## config.mk

```make
export PLATFORM = sky130hd
export DESIGN_NAME = spi_sup_front
export DESIGN_NICKNAME = d
export VERILOG_FILES = /design/src/rtl/spi_sup_pkg.sv /design/src/rtl/spi_sup_sync.sv /design/src/rtl/spi_sup_rx.sv /design/src/rtl/spi_sup_front.sv
export SDC_FILE = /design/constraint.sdc
export NUM_CORES = 1
export LEC_CHECK = 0
export BUFFER_PORTS_ARGS = -buffer_cell sky130_fd_sc_hd__buf_2
export CORE_ASPECT_RATIO = 0.75
export CORE_UTILIZATION = 53
export CTS_CLUSTER_DIAMETER = 40
export DETAILED_ROUTE_END_ITERATION = 8
export GPL_ROUTABILITY_DRIVEN = 0
export GPL_TIMING_DRIVEN = 1
export MAX_ROUTING_LAYER = met4
export PLACE_DENSITY = 0.71
export SETUP_SLACK_MARGIN = 0.1
export SLEW_MARGIN = 40
export SYNTH_ARGS = -nofsm -noshare
export SYNTH_HDL_FRONTEND = slang
export SYNTH_HIERARCHICAL = 1
export SYNTH_SLANG_ARGS = --single-unit
```

## constraint.sdc

```tcl
create_clock -name clk -period 2.89 [get_ports clk]
set_input_delay 0.578 -clock clk [delete_from_list [all_inputs] [get_ports clk]]
set_output_delay 0.578 -clock clk [all_outputs]
set_load 0.05 [all_outputs]
```

## src/rtl/spi_sup_pkg.sv

```systemverilog
package spi_sup_pkg;

    localparam logic [7:0] CMD_LATCH_SET = 8'h06;
    localparam logic [7:0] CMD_LATCH_CLR = 8'h04;
    localparam logic [7:0] CMD_STAT_RD   = 8'h05;
    localparam logic [7:0] CMD_STAT_WR   = 8'h01;

    typedef enum logic [2:0] {
        ST_IDLE,
        ST_OPCODE,
        ST_WRDATA,
        ST_WRHOLD,
        ST_RDOUT,
        ST_SKIP
    } fe_state_t;

    typedef struct packed {
        logic       wpen;
        logic [1:0] wdsel;
        logic [1:0] bprot;
    } cfg_t;

endpackage

```

## src/rtl/spi_sup_sync.sv

```systemverilog
module spi_sup_sync #(
    parameter int                 WIDTH   = 4,
    parameter int                 STAGES  = 2,
    parameter logic [WIDTH-1:0]   RST_VAL = '0
) (
    input  logic             clk,
    input  logic             rst_n,
    input  logic [WIDTH-1:0] din,
    output logic [WIDTH-1:0] lvl,
    output logic [WIDTH-1:0] rise,
    output logic [WIDTH-1:0] fall
);
    localparam int FW = $clog2(STAGES + 2);

    logic [STAGES-1:0][WIDTH-1:0] pipe_q;
    logic [WIDTH-1:0]             prev_q;
    logic [FW-1:0]                fill_q;
    logic                         full;

    assign full = (fill_q == FW'(STAGES + 1));
    assign lvl  = pipe_q[STAGES-1];

    always_ff @(posedge clk or negedge rst_n) begin
        if (!rst_n) begin
            pipe_q <= {STAGES{RST_VAL}};
            prev_q <= RST_VAL;
            fill_q <= '0;
        end else begin
            pipe_q <= {pipe_q[STAGES-2:0], din};
            prev_q <= pipe_q[STAGES-1];
            if (!full) fill_q <= fill_q + 1'b1;
        end
    end

    assign rise = full ? (lvl & ~prev_q) : '0;
    assign fall = full ? (~lvl & prev_q) : '0;

endmodule

```

## src/rtl/spi_sup_rx.sv

```systemverilog
module spi_sup_rx #(
    parameter int BITS = 8
) (
    input  logic            clk,
    input  logic            rst_n,
    input  logic            clr,
    input  logic            shift_en,
    input  logic            din,
    output logic [BITS-1:0] data,
    output logic            done
);
    localparam int CW = $clog2(BITS);

    logic [CW-1:0]   cnt_q;
    logic [BITS-1:0] sh_q;
    logic            done_q;

    always_ff @(posedge clk or negedge rst_n) begin
        if (!rst_n) begin
            cnt_q  <= '0;
            sh_q   <= '0;
            done_q <= 1'b0;
        end else begin
            done_q <= 1'b0;
            if (clr) begin
                cnt_q <= '0;
            end else if (shift_en) begin
                sh_q <= {sh_q[BITS-2:0], din};
                if (cnt_q == CW'(BITS - 1)) begin
                    cnt_q  <= '0;
                    done_q <= 1'b1;
                end else begin
                    cnt_q <= cnt_q + 1'b1;
                end
            end
        end
    end

    assign data = sh_q;
    assign done = done_q;

    AST_DONE_IS_PULSE: assert property (@(posedge clk) disable iff (!rst_n)
        done_q |=> !done_q);

endmodule

```

## src/rtl/spi_sup_front.sv

```systemverilog
module spi_sup_front
    import spi_sup_pkg::*;
#(
    parameter int BITS        = 8,
    parameter int SYNC_STAGES = 2
) (
    input  logic       clk,
    input  logic       rst_n,
    input  logic       cs_n,
    input  logic       sck,
    input  logic       si,
    input  logic       wp_n,
    output logic       so,
    output logic       so_oe,
    output logic [1:0] wdt_sel,
    output logic [1:0] blk_prot,
    output logic       wp_en,
    output logic       wr_en_latch
);
    localparam int NPIN = 4;
    localparam int TW   = $clog2(BITS);

    logic [NPIN-1:0] pin_lvl, pin_rise, pin_fall;
    logic cs_s, cs_fall, cs_rise, sck_rise, sck_fall, si_s, wp_s;

    spi_sup_sync #(
        .WIDTH  (NPIN),
        .STAGES (SYNC_STAGES),
        .RST_VAL(4'b1001)
    ) u_sync (
        .clk (clk),
        .rst_n(rst_n),
        .din ({wp_n, si, sck, cs_n}),
        .lvl (pin_lvl),
        .rise(pin_rise),
        .fall(pin_fall)
    );

    assign cs_s     = pin_lvl[0];
    assign cs_fall  = pin_fall[0];
    assign cs_rise  = pin_rise[0];
    assign sck_rise = pin_rise[1];
    assign sck_fall = pin_fall[1];
    assign si_s     = pin_lvl[2];
    assign wp_s     = pin_lvl[3];

    fe_state_t       state_q, state_d;
    cfg_t            cfg_q;
    logic            wel_q;
    logic [BITS-1:0] rx_byte;
    logic            rx_done, rx_shift;
    logic            set_wel, clr_wel, commit, locked;
    logic [TW-1:0]   tx_cnt_q;
    logic [BITS-2:0] tx_sh_q;
    logic            so_q;
    logic [BITS-1:0] stat_byte;

    assign rx_shift = sck_rise && !cs_s &&
                      (state_q == ST_OPCODE || state_q == ST_WRDATA);

    spi_sup_rx #(.BITS(BITS)) u_rx (
        .clk     (clk),
        .rst_n   (rst_n),
        .clr     (cs_fall | cs_rise),
        .shift_en(rx_shift),
        .din     (si_s),
        .data    (rx_byte),
        .done    (rx_done)
    );

    // state register
    always_ff @(posedge clk or negedge rst_n) begin
        if (!rst_n) state_q <= ST_IDLE;
        else        state_q <= state_d;
    end

    // next state and command strobes
    always_comb begin
        state_d = state_q;
        set_wel = 1'b0;
        clr_wel = 1'b0;
        commit  = 1'b0;
        unique case (state_q)
            ST_IDLE:   if (cs_fall) state_d = ST_OPCODE;
            ST_OPCODE: begin
                if (cs_rise) begin
                    state_d = ST_IDLE;
                end else if (rx_done) begin
                    case (rx_byte)
                        CMD_LATCH_SET: begin set_wel = 1'b1; state_d = ST_SKIP; end
                        CMD_LATCH_CLR: begin clr_wel = 1'b1; state_d = ST_SKIP; end
                        CMD_STAT_RD:   state_d = ST_RDOUT;
                        CMD_STAT_WR:   state_d = ST_WRDATA;
                        default:       state_d = ST_SKIP;
                    endcase
                end
            end
            ST_WRDATA: begin
                if (cs_rise)      state_d = ST_IDLE;
                else if (rx_done) state_d = ST_WRHOLD;
            end
            ST_WRHOLD: begin
                if (cs_rise) begin
                    commit  = 1'b1;
                    state_d = ST_IDLE;
                end else if (sck_rise) begin
                    state_d = ST_SKIP;
                end
            end
            ST_RDOUT:  if (cs_rise) state_d = ST_IDLE;
            ST_SKIP:   if (cs_rise) state_d = ST_IDLE;
        endcase
    end

    assign locked = cfg_q.wpen && !wp_s;

    // status register and write-enable latch
    always_ff @(posedge clk or negedge rst_n) begin
        if (!rst_n) begin
            cfg_q <= '0;
            wel_q <= 1'b0;
        end else if (commit) begin
            wel_q <= 1'b0;
            if (wel_q && !locked)
                cfg_q <= '{wpen: rx_byte[7], wdsel: rx_byte[5:4], bprot: rx_byte[3:2]};
        end else if (set_wel) begin
            wel_q <= 1'b1;
        end else if (clr_wel) begin
            wel_q <= 1'b0;
        end
    end

    assign stat_byte = {cfg_q.wpen, 1'b0, cfg_q.wdsel, cfg_q.bprot, wel_q, 1'b0};

    // status serializer, reloads every byte
    always_ff @(posedge clk or negedge rst_n) begin
        if (!rst_n) begin
            tx_cnt_q <= '0;
            tx_sh_q  <= '0;
            so_q     <= 1'b0;
        end else if (state_q != ST_RDOUT) begin
            tx_cnt_q <= '0;
        end else if (sck_fall) begin
            if (tx_cnt_q == '0) {so_q, tx_sh_q} <= stat_byte;
            else                {so_q, tx_sh_q} <= {tx_sh_q, 1'b0};
            tx_cnt_q <= tx_cnt_q + 1'b1;
        end
    end

    assign so          = so_q;
    assign so_oe       = (state_q == ST_RDOUT) && !cs_s;
    assign wdt_sel     = cfg_q.wdsel;
    assign blk_prot    = cfg_q.bprot;
    assign wp_en       = cfg_q.wpen;
    assign wr_en_latch = wel_q;

    AST_IDLE_NEEDS_CS_FALL: assert property (@(posedge clk) disable iff (!rst_n)
        (state_q == ST_IDLE && !cs_fall) |=> state_q == ST_IDLE);
    AST_SO_MOVES_ON_FALL: assert property (@(posedge clk) disable iff (!rst_n)
        !sck_fall |=> $stable(so_q));
    AST_OE_DROPS_ON_DESELECT: assert property (@(posedge clk) disable iff (!rst_n)
        cs_rise |=> !so_oe);
    AST_WEL_CLEARED_AFTER_WRITE: assert property (@(posedge clk) disable iff (!rst_n)
        (state_q == ST_WRHOLD && cs_rise) |=> !wel_q);
    AST_LOCK_HOLDS_CFG: assert property (@(posedge clk) disable iff (!rst_n)
        (locked && state_q == ST_WRHOLD && cs_rise) |=> $stable(cfg_q));
    AST_EXTRA_CLOCK_CANCELS: assert property (@(posedge clk) disable iff (!rst_n)
        (state_q == ST_WRHOLD && sck_rise && !cs_rise) |=> ($stable(cfg_q) && $stable(wel_q)));

endmodule

```

==> results of run 1 <==
==> sequential cells by signal, indices dropped and copies added, names as in the netlist <==
name           count
u_rx/done          1
wdt_sel            2
u_rx/cnt_q         3
wp_en              1
u_rx/data          8
u_sync/lvl         4
so                 1
state_q            3
tx_cnt_q           3
u_sync/prev_q      2
u_sync/fill_q      2
tx_sh_q            6
blk_prot           2
u_sync/pipe_q      4
wr_en_latch        1
==> layer usage <==
layer / global-route usage [%] / part of all wire (%)
met5: - / 0
met4: 7.52 / 0.85
met3: 5.62 / 2.6
met2: 29.0 / 47
met1: 24.1 / 49
==> layout by cell type (no fill, tap or decap), types with 2 or more instances in the layout <==
| cell type | count |
|---|---|
| a21oi_1 | 6 |
| a21oi_2 | 3 |
| and3b_1 | 4 |
| buf_2 | 12 |
| clkbuf_8 | 5 |
| clkinv_2 | 3 |
| dfrtp_1 | 38 |
| dfstp_2 | 5 |
| ha_1 | 6 |
| inv_1 | 9 |
| mux2_2 | 4 |
| mux2_4 | 9 |
| mux2i_1 | 8 |
| nand2_1 | 6 |
| nand2b_1 | 2 |
| nand3_1 | 2 |
| nand3b_1 | 2 |
| nor2_1 | 17 |
| nor2_2 | 3 |
| nor2b_1 | 3 |
| nor3_1 | 4 |
| o21ai_0 | 3 |
| xnor2_1 | 3 |
==> area by class of cell <==
class / instances / share of cell area, %
clock buffers: 5 / 3.22
clock inverters: 3 / 0.703
inverters: 9 / 1.58
multi-input cells: 103 / 37.8
flip-flops and latches: 43 / 50.6
well taps: 50 / 2.93
repair buffers: 13 / 3.16
==> power groups by stage <==
stage | clock network, mW | registers (mW) | logic (mW)
after floorplan | 0 | 0.770 | 0.240
after global placement | 0 | 0.777 | 0.278
after detailed placement | 0 | 0.783 | 0.289
after CTS | 0.371 | 0.772 | 0.291
after global routing | 0.392 | 0.785 | 0.321
final | 0.358 | 0.771 | 0.289
==> how the worst max path moves through the flow <==
stage,endpoint,slack [ns]
after CTS,so_oe,0.61
after floorplan,so_oe,0.73
after detailed placement,u_rx/data[0]$_DFFE_PN0P_,0.67
after global routing,u_rx/data[1]$_DFFE_PN0P_,0.53
final,u_rx/data[0]$_DFFE_PN0P_,0.62
after global placement,u_rx/data[5]$_DFFE_PN0P_,0.77
==> stage by stage <==
step           util [%]  cells  setup slack (ns)
2_1_floorplan         -    163             0.728
5_1_grt            62.0    226             0.531
3_5_place_dp       59.6    218             0.666
4_1_cts            62.0    226             0.615
6_report           62.0    226             0.617
3_3_place_gp       59.5    218             0.765
==> worst max-delay path: stages, from the launching register on <==
cell	delay, ns
dfrtp_1	0.40
ha_1	0.22
and3b_1	0.20
nand2b_1	0.07
nor3_1	0.45
nor2b_4	0.47
mux2_4	0.34
==> results.py, run 1 <==
metrics = {
    "placed_design": {
        "io_buffers": 13,
        "postPlaceCellArea_sq_mm": 0.00205,
        "dp_hpwl_um": 2280,
    },
    "synth": {
        "netlist_instances": 163,
        "syn_nets": 175,
        "syn_area_sq_mm": 0.00200,
        "synth_warnings": 6,
        "syn_avg_cell_area_sq_um": 12.2,
    },
    "layout": {
        "nFillCells": 292,
        "seqCellArea_sq_mm": 0.00108,
        "drive_above_1_share_pct": 29.0,
        "diodes": 0,
        "final_nets": 187,
        "finalInstanceArea_sq_mm": 0.00214,
        "syn_to_final_growth_pct": 7.08,
        "multi_input_area_sq_um": 807,
    },
    "routing": {
        "viasPerCell": 5.28,
        "wl_per_cell_um": 14.0,
        "detail_route.iter0.violations": 48,
        "wl_um": 3170,
        "num_vias": 1193,
        "drc": 0,
        "first_pass_iters": 4,
        "ant_nets": 0,
    },
    "clock_tree": {
        "cts-hold-fix-buffers": 0,
        "numCtsBuffers": 5,
        "cts_post_setup_buffers_inserted": 0,
        "cts_tree": "done",
        "root_buffer": "clkbuf_8",
        "post_cts_resized": 0,
        "clkTransAtPathRegs_ns": 0.07,
        "clkSinkCount": 43,
        "clock_latency_ns": 0.29,
        "cts_max_level": 2,
        "cts_max_path_buffers": 2,
    },
    "pwr": {
        "comb_power_share_pct": 20.4,
        "p_leak_nw": 1.03,
        "p_int_mw": 0.990,
        "swShare_pct": 30.2,
        "peakVddDrop_mv": 0.473,
        "clkPwrFrac_pct": 25.2,
        "power_density_mw_per_mm2": 663,
        "p_sw_mw": 0.428,
        "power_mw": 1.42,
        "p_seq_share_pct": 54.4,
    },
    "timing": {
        "period_needed_ns": 2.27,
        "rsz0062_at_grt": "false",
        "drv_slew": 0,
        "relSlewSlack_pct": 53.1,
        "whs_ns": 0.258,
        "final.setup_skew_ns": 0.00404,
        "fin_crit_sh_pct": 78.6,
        "hold_violations": 0,
        "worst_pin_slew_ns": 0.703,
        "fin_tns_setup_ns": 0,
        "fmax_mhz": 440,
        "finalSetupViolCount": 0,
    },
    "grt": {
        "globalRoute.totalOverflow": 0,
        "grt_max_degree": 44,
        "grt_antenna_before_repair": 0,
        "grt_pass1_wl_um": 5310,
        "grt.total_usage_pct": 18.9,
        "grt_pass1_vias": 1160,
    },
    "run": {
        "drv_cap": 0,
    },
    "setup_path": {
        "critPathArrivalTime_ns": 2.45,
        "path_max_fanout": 10,
        "startpoint": "u_sync/fill_q[0]$_DFFE_PN0P_",
        "critPathCaptureType": "register",
        "path_class": "register to register",
        "worst_r2r_path_depth": 6,
        "r2r_slack_ns": 0.62,
        "worstPathRequired_ns": 3.07,
        "worst_setup_path_start_kind": "register",
        "r2r-end": "u_rx/data[0]$_DFFE_PN0P_",
        "worstReg2RegStart": "u_sync/fill_q[0]$_DFFE_PN0P_",
    },
    "hold_path": {
        "worstHoldPathType": "input port to asynchronous set/reset pin",
    },
    "floorplanning": {
        "die_w_um": 72.9,
        "die_h_um": 55.1,
        "coreArea_sq_mm": 0.00345,
        "dieArea_sq_mm": 0.00402,
        "rows": 18,
        "start_util_pct": 57.9,
        "io_pins": 14,
    },
    "status": {
        "outcome": "complete, no violations",
    },
}
(Power assumes the default switching activity.)
==> run 2: changes to the inputs <==
--- a/config.mk
+++ b/config.mk
@@ -13,7 +13,7 @@
 export GPL_ROUTABILITY_DRIVEN = 0
 export GPL_TIMING_DRIVEN = 1
 export MAX_ROUTING_LAYER = met4
-export PLACE_DENSITY = 0.71
+export PLACE_DENSITY = 0.74
 export SETUP_SLACK_MARGIN = 0.1
 export SLEW_MARGIN = 40
 export SYNTH_ARGS = -nofsm -noshare
==> constraint.sdc (replaced) <==
create_clock -name clk -period 1.9 [get_ports clk]
set_input_delay 0.38 -clock clk [delete_from_list [all_inputs] [get_ports clk]]
set_output_delay 0.38 -clock clk [all_outputs]
set_load 0.05 [all_outputs]
==> run 2 against run 1 <==
Effect of this change: clock skew grew 0.0010 ns; count of clock-buffer cells in the layout grew 1; sequential power grew 52%; via count grew 7.7%; combinational power grew 99%; fmax grew 28%; clock power grew 100%; critical endpoint is now u_rx/data[1]$_DFFE_PN0P_; largest cell class unchanged; highest routed layer unchanged.
==> results.py, run 2 (same netlist as run 1, synthesis figures left out) <==
metrics = {
    "timing": {
        "relSlewSlack_pct": 65.3,
        "final.setup_skew_ns": 0.00505,
        "drv_slew": 0,
        "worst_pin_slew_ns": 0.520,
        "rsz0062_at_grt": "true",
        "fmax_mhz": 562,
        "period_needed_ns": 1.78,
        "layout_setup_ws_ns": 0.121,
        "hold_violations": 0,
        "finalSetupViolCount": 0,
        "fin_crit_sh_pct": 93.6,
    },
    "layout": {
        "final_cell_mix": "dfrtp_1, buf_4, nor2_1, buf_2",
        "final_common_cell": "dfrtp_1",
        "finalNonFillerCells": 245,
        "drive_above_1_share_pct": 40.5,
        "syn_to_final_growth_pct": 20.4,
        "final_nets": 206,
        "largest_reg_flops": 8,
        "diodes": 0,
    },
    "setup_path": {
        "path_class": "register to register",
        "path_cells": "ha_4, and3b_1, nand2b_1, nor3_2, nor2b_4, buf_12, mux2_4",
        "critPathCaptureType": "register",
        "cp_slowest_cell": "dfrtp_1",
        "worst_setup_path_start_kind": "register",
        "r2r_slack_ns": 0.12,
        "critPathArrivalTime_ns": 1.96,
        "path_max_fanout": 10,
        "cpPeakStageDelay_ns": 0.41,
        "worstPathRequired_ns": 2.09,
    },
    "grt": {
        "grt_pass1_vias": 1189,
        "grt_max_degree": 24,
        "grt_antenna_before_repair": 0,
        "grt.total_usage_pct": 20.8,
        "globalRoute.totalOverflow": 0,
        "grt_pass1_wl_um": 5640,
    },
    "routing": {
        "wl_per_cell_um": 15.2,
        "wl_um": 3720,
        "detail_route.iter0.violations": 62,
        "ant_nets": 0,
        "viasPerCell": 5.24,
        "first_pass_iters": 4,
        "num_vias": 1285,
        "drc": 0,
    },
    "placed_design": {
        "dp_slack_ns": -0.121,
        "dp_hpwl_um": 2380,
        "dp.cells": 224,
        "io_buffers": 13,
    },
    "pwr": {
        "peakVddDrop_mv": 0.556,
        "p_leak_nw": 1.15,
        "power_mw": 2.47,
        "power_density_mw_per_mm2": 1030,
    },
    "clock_tree": {
        "cts_max_path_buffers": 2,
        "clkTransAtPathRegs_ns": 0.08,
        "numCtsBuffers": 5,
        "cts_tree": "done",
        "root_buffer": "clkbuf_8",
        "clock_latency_ns": 0.30,
        "clkSinkCount": 43,
        "cts_max_level": 2,
    },
    "floorplanning": {
        "dieArea_sq_mm": 0.00402,
        "die_h_um": 55.1,
        "rows": 18,
        "io_pins": 14,
        "start_util_pct": 57.9,
        "coreArea_sq_mm": 0.00345,
        "die_w_um": 72.9,
    },
    "status": {
        "outcome": "complete, no violations",
    },
    "run": {
        "drv_cap": 0,
    },
    "hold_path": {
        "worstHoldPathType": "input port to asynchronous set/reset pin",
    },
}
==> run 2: changes by cell type in the layout (fill, tap and decap cells not counted), moves of 2 or more <==
cell	change
buf_12	+2
buf_4	+15
buf_6	+2
clkinv_2	-2
nor2_1	-3
nor2_2	+2
==> run 2: worst max-delay path: cells and delay by family, from the launching register on <==
family                   cells  cell delay, ns
multiplexers                 1            0.30
adder cells (fa/ha/maj)      1            0.17
AND/OR/NAND/NOR              4            0.64
buffers and inverters        1            0.14
flip-flops                   1            0.41
==> run 2: cell type report <==
cell class / instances / area (sq um)
clock buffer: 6 / 82.6
clock inverter: 2 / 35.0
fill: 254 / 1040
inverter: 9 / 33.8
multi-input combinational: 103 / 863
sequential: 43 / 1080
tap: 50 / 62.6
timing repair buffer: 32 / 243
==> run 2: path summary, 6_finish.rpt <==
path	from	cells after the start	end
setup / recovery	u_sync/fill_q[0]$_DFFE_PN0P_	7	u_rx/data[1]$_DFFE_PN0P_
setup reg to reg	u_sync/fill_q[0]$_DFFE_PN0P_	7	u_rx/data[1]$_DFFE_PN0P_
min in group clk	wp_n	1	u_sync/pipe_q[3]$_DFF_PN1_
hold / removal	rst_n	1	u_sync/fill_q[0]$_DFFE_PN0P_
max in group asynchronous	rst_n	2	u_sync/lvl[3]$_DFF_PN1_
hold reg to reg	u_sync/pipe_q[0]$_DFF_PN1_	0	u_sync/lvl[0]$_DFF_PN1_
==> run 2: per-stage QoR <==
step	util [%]	setup TNS, ns	hold slack [ns]	instance area, sq um
5_1_grt	69.8	0	0.0792	2400
3_3_place_gp	61.5	0	0.335	2120
3_5_place_dp	61.5	-0.391	0.344	2120
4_1_cts	66.9	0	0.0655	2300
6_report	69.8	0	0.0481	2400
2_1_floorplan	-	0	0.0844	2010
==> run 2: routing by layer <==
metal	global-route usage, %	part of all wire, %	vias up
met5	-	0	-
met4	9.80	2.6	0
li1	-	-	612
met3	6.70	3.5	12
met1	25.9	46	641
met2	31.5	48	20
==> run 2: what timing repair did <==
| action | in CTS | in global routing |
|---|---|---|
| resized for setup | 6 | 7 |
| endpoints found under the setup margin | 14 | 14 |
| hold buffers | 0 | 0 |
| buffers inserted | 5 | 8 |
| pin swaps | 1 | 5 |
==> run 2: where the power goes <==
part	internal, mW	total, mW	switching (mW)
Clock	0.425	0.731	0.306
Sequential	1.04	1.17	0.122
Combinational	0.273	0.574	0.301
Total	1.74	2.47	0.729
==> run 3: changes to the inputs <==
--- a/config.mk
+++ b/config.mk
@@ -5,6 +5,7 @@
 export SDC_FILE = /design/constraint.sdc
 export NUM_CORES = 1
 export LEC_CHECK = 0
+export ABC_AREA = 1
 export BUFFER_PORTS_ARGS = -buffer_cell sky130_fd_sc_hd__buf_2
 export CORE_ASPECT_RATIO = 0.75
 export CORE_UTILIZATION = 53
==> run 3 against run 2 <==
Effect of this change: flip-flop and latch count stayed put; wire length is 11% lower; clock power is 24% lower; power is 7.5% lower; largest cell class unchanged; first-iteration DRC count is 37% higher; die area is 3.1% higher; clock skew is 0.0054 ns higher; critical endpoint is now so_oe; global-route usage is 1.5 points lower; count of clock-buffer cells in the layout is 1 higher; combinational power is 9.1% higher; largest power group unchanged.
==> results.py, run 3 <==
metrics = {
    "layout": {
        "finalNonFillerCells": 304,
        "diodes": 0,
        "syn_to_final_growth_pct": 9.36,
        "fin_util_pct": 61.1,
        "finalInstanceArea_sq_mm": 0.00225,
        "final_cell_mix": "nand2_1, dfrtp_1, inv_1, nand3_1, nor2_1",
        "drive_above_1_share_pct": 23.4,
        "final_common_cell": "nand2_1",
        "largest_reg_flops": 8,
        "final_nets": 263,
    },
    "clock_tree": {
        "numCtsBuffers": 5,
        "clkTransAtPathRegs_ns": 0.08,
        "root_buffer": "clkbuf_8",
        "cts_max_path_buffers": 2,
        "cts_max_level": 2,
        "clkSinkCount": 43,
        "clock_latency_ns": 0.29,
        "cts_tree": "done",
        "cts_post_setup_buffers_inserted": 0,
    },
    "placed_design": {
        "dp_slack_ns": 0.133,
        "dp_hpwl_um": 2450,
        "io_buffers": 13,
        "dp.cells": 296,
        "postPlaceCellArea_sq_mm": 0.00217,
    },
    "routing": {
        "wl_per_cell_um": 10.9,
        "detail_route.iter0.violations": 85,
        "ant_nets": 0,
        "first_pass_iters": 4,
        "wl_um": 3310,
        "drc": 0,
        "num_vias": 1480,
        "viasPerCell": 4.87,
    },
    "timing": {
        "whs_ns": 0.000505,
        "drv_slew": 0,
        "final.setup_skew_ns": 0.0104,
        "period_needed_ns": 1.68,
        "fmax_mhz": 597,
        "worst_pin_slew_ns": 0.408,
        "hold_violations": 0,
        "rsz0062_at_grt": "false",
        "fin_tns_setup_ns": 0,
        "layout_setup_ws_ns": 0.225,
        "fin_crit_sh_pct": 88.2,
        "relSlewSlack_pct": 72.8,
        "finalSetupViolCount": 0,
    },
    "floorplanning": {
        "rows": 19,
        "start_util_pct": 55.9,
        "die_h_um": 56.0,
        "coreArea_sq_mm": 0.00368,
        "io_pins": 14,
        "dieArea_sq_mm": 0.00414,
        "die_w_um": 74.0,
    },
    "setup_path": {
        "path_class": "register to primary output",
        "worstPathRequired_ns": 1.52,
        "worst_setup_path_start_kind": "register",
        "critPathArrivalTime_ns": 1.30,
        "path_max_fanout": 5,
        "critPathCaptureType": "primary output",
    },
    "pwr": {
        "power_mw": 2.29,
        "peakVddDrop_mv": 0.662,
        "power_density_mw_per_mm2": 1010,
        "p_leak_nw": 1.20,
    },
    "run": {
        "drv_cap": 0,
    },
    "grt": {
        "grt.total_usage_pct": 19.3,
        "globalRoute.totalOverflow": 0,
        "grt_pass1_vias": 1324,
        "grt_pass1_wl_um": 5870,
        "grt_antenna_before_repair": 0,
        "grt_max_degree": 27,
    },
    "synth": {
        "netlist_instances": 236,
        "syn_avg_cell_area_sq_um": 8.73,
        "synth_warnings": 6,
        "syn_area_sq_mm": 0.00206,
        "syn_nets": 248,
    },
    "hold_path": {
        "worstHoldPathType": "input port to asynchronous set/reset pin",
    },
    "status": {
        "outcome": "complete, no violations",
    },
}
run 3: cell count changes in the layout (fill, tap and decap cells not counted), sizes merged, moves of 4 or more:
cell	previous run	this run
mux2	13	0
o21ai	4	22
inv	9	25
nand2	6	88
mux2i	8	0
nor2b	4	0
a21oi	9	2
buf	32	15
nand3	2	14
and3b	4	0
run 3: layer usage:
metal  routed length [um]  GRT usage (%)  vias up  part of all wire (%)
met5                    0              -        -                     0
met4                   38           6.59        0                   1.1
met3                  149           4.89        4                   4.5
met2                 1380           25.5       31                    42
met1                 1750           28.8      675                    53
li1                     -              -      770                     -
run 3: what timing repair did:
| item | in CTS | in global routing |
|---|---|---|
| setup endpoints to repair | 0 | 12 |
| hold buffers | 0 | 0 |
| hold endpoints to repair | 0 | 0 |
| resized for setup | 0 | 3 |
run 3: power breakdown:
| group | total, mW | switching [mW] | internal (mW) | leakage [nW] |
|---|---|---|---|---|
| Combinational | 0.626 | 0.415 | 0.211 | 0.602 |
| Sequential | 1.11 | 0.0998 | 1.01 | 0.556 |
| Clock | 0.553 | 0.295 | 0.258 | 0.0422 |
run 3: layout make-up:
class                      instances  area (sq um)
timing repair buffer              16           103
multi-input combinational        160           827
sequential                        43          1080
tap                               52          65.1
inverter                          25          93.8
clock inverter                     1          5.00
clock buffer                       7          76.3
fill                             321          1430
run 3: path summary, 6_finish.rpt:
path                                               to  slack, ns                         start  depth (start not counted)
max                                             so_oe       0.22        state_q[1]$_DFFE_PN0P_                          4
min                                    so$_DFFE_PN0P_     0.0005                         rst_n                          1
max reg2reg                  u_rx/data[3]$_DFFE_PN0P_       0.25  u_sync/fill_q[0]$_DFFE_PN0P_                          8
min reg2reg                   u_sync/lvl[1]$_DFF_PN0_       0.35    u_sync/pipe_q[1]$_DFF_PN0_                          0
max in group asynchronous  u_sync/prev_q[0]$_DFF_PN1_       1.34                         rst_n                          2
min in group clk           u_sync/pipe_q[3]$_DFF_PN1_       0.18                          wp_n                          1
run 3: worst max-delay path: stages (launching register included):
cell and delay (ns):
dfrtp_1 0.45, inv_2 0.10, nand2_2 0.09, nor3_2 0.11
clkbuf_4 0.25
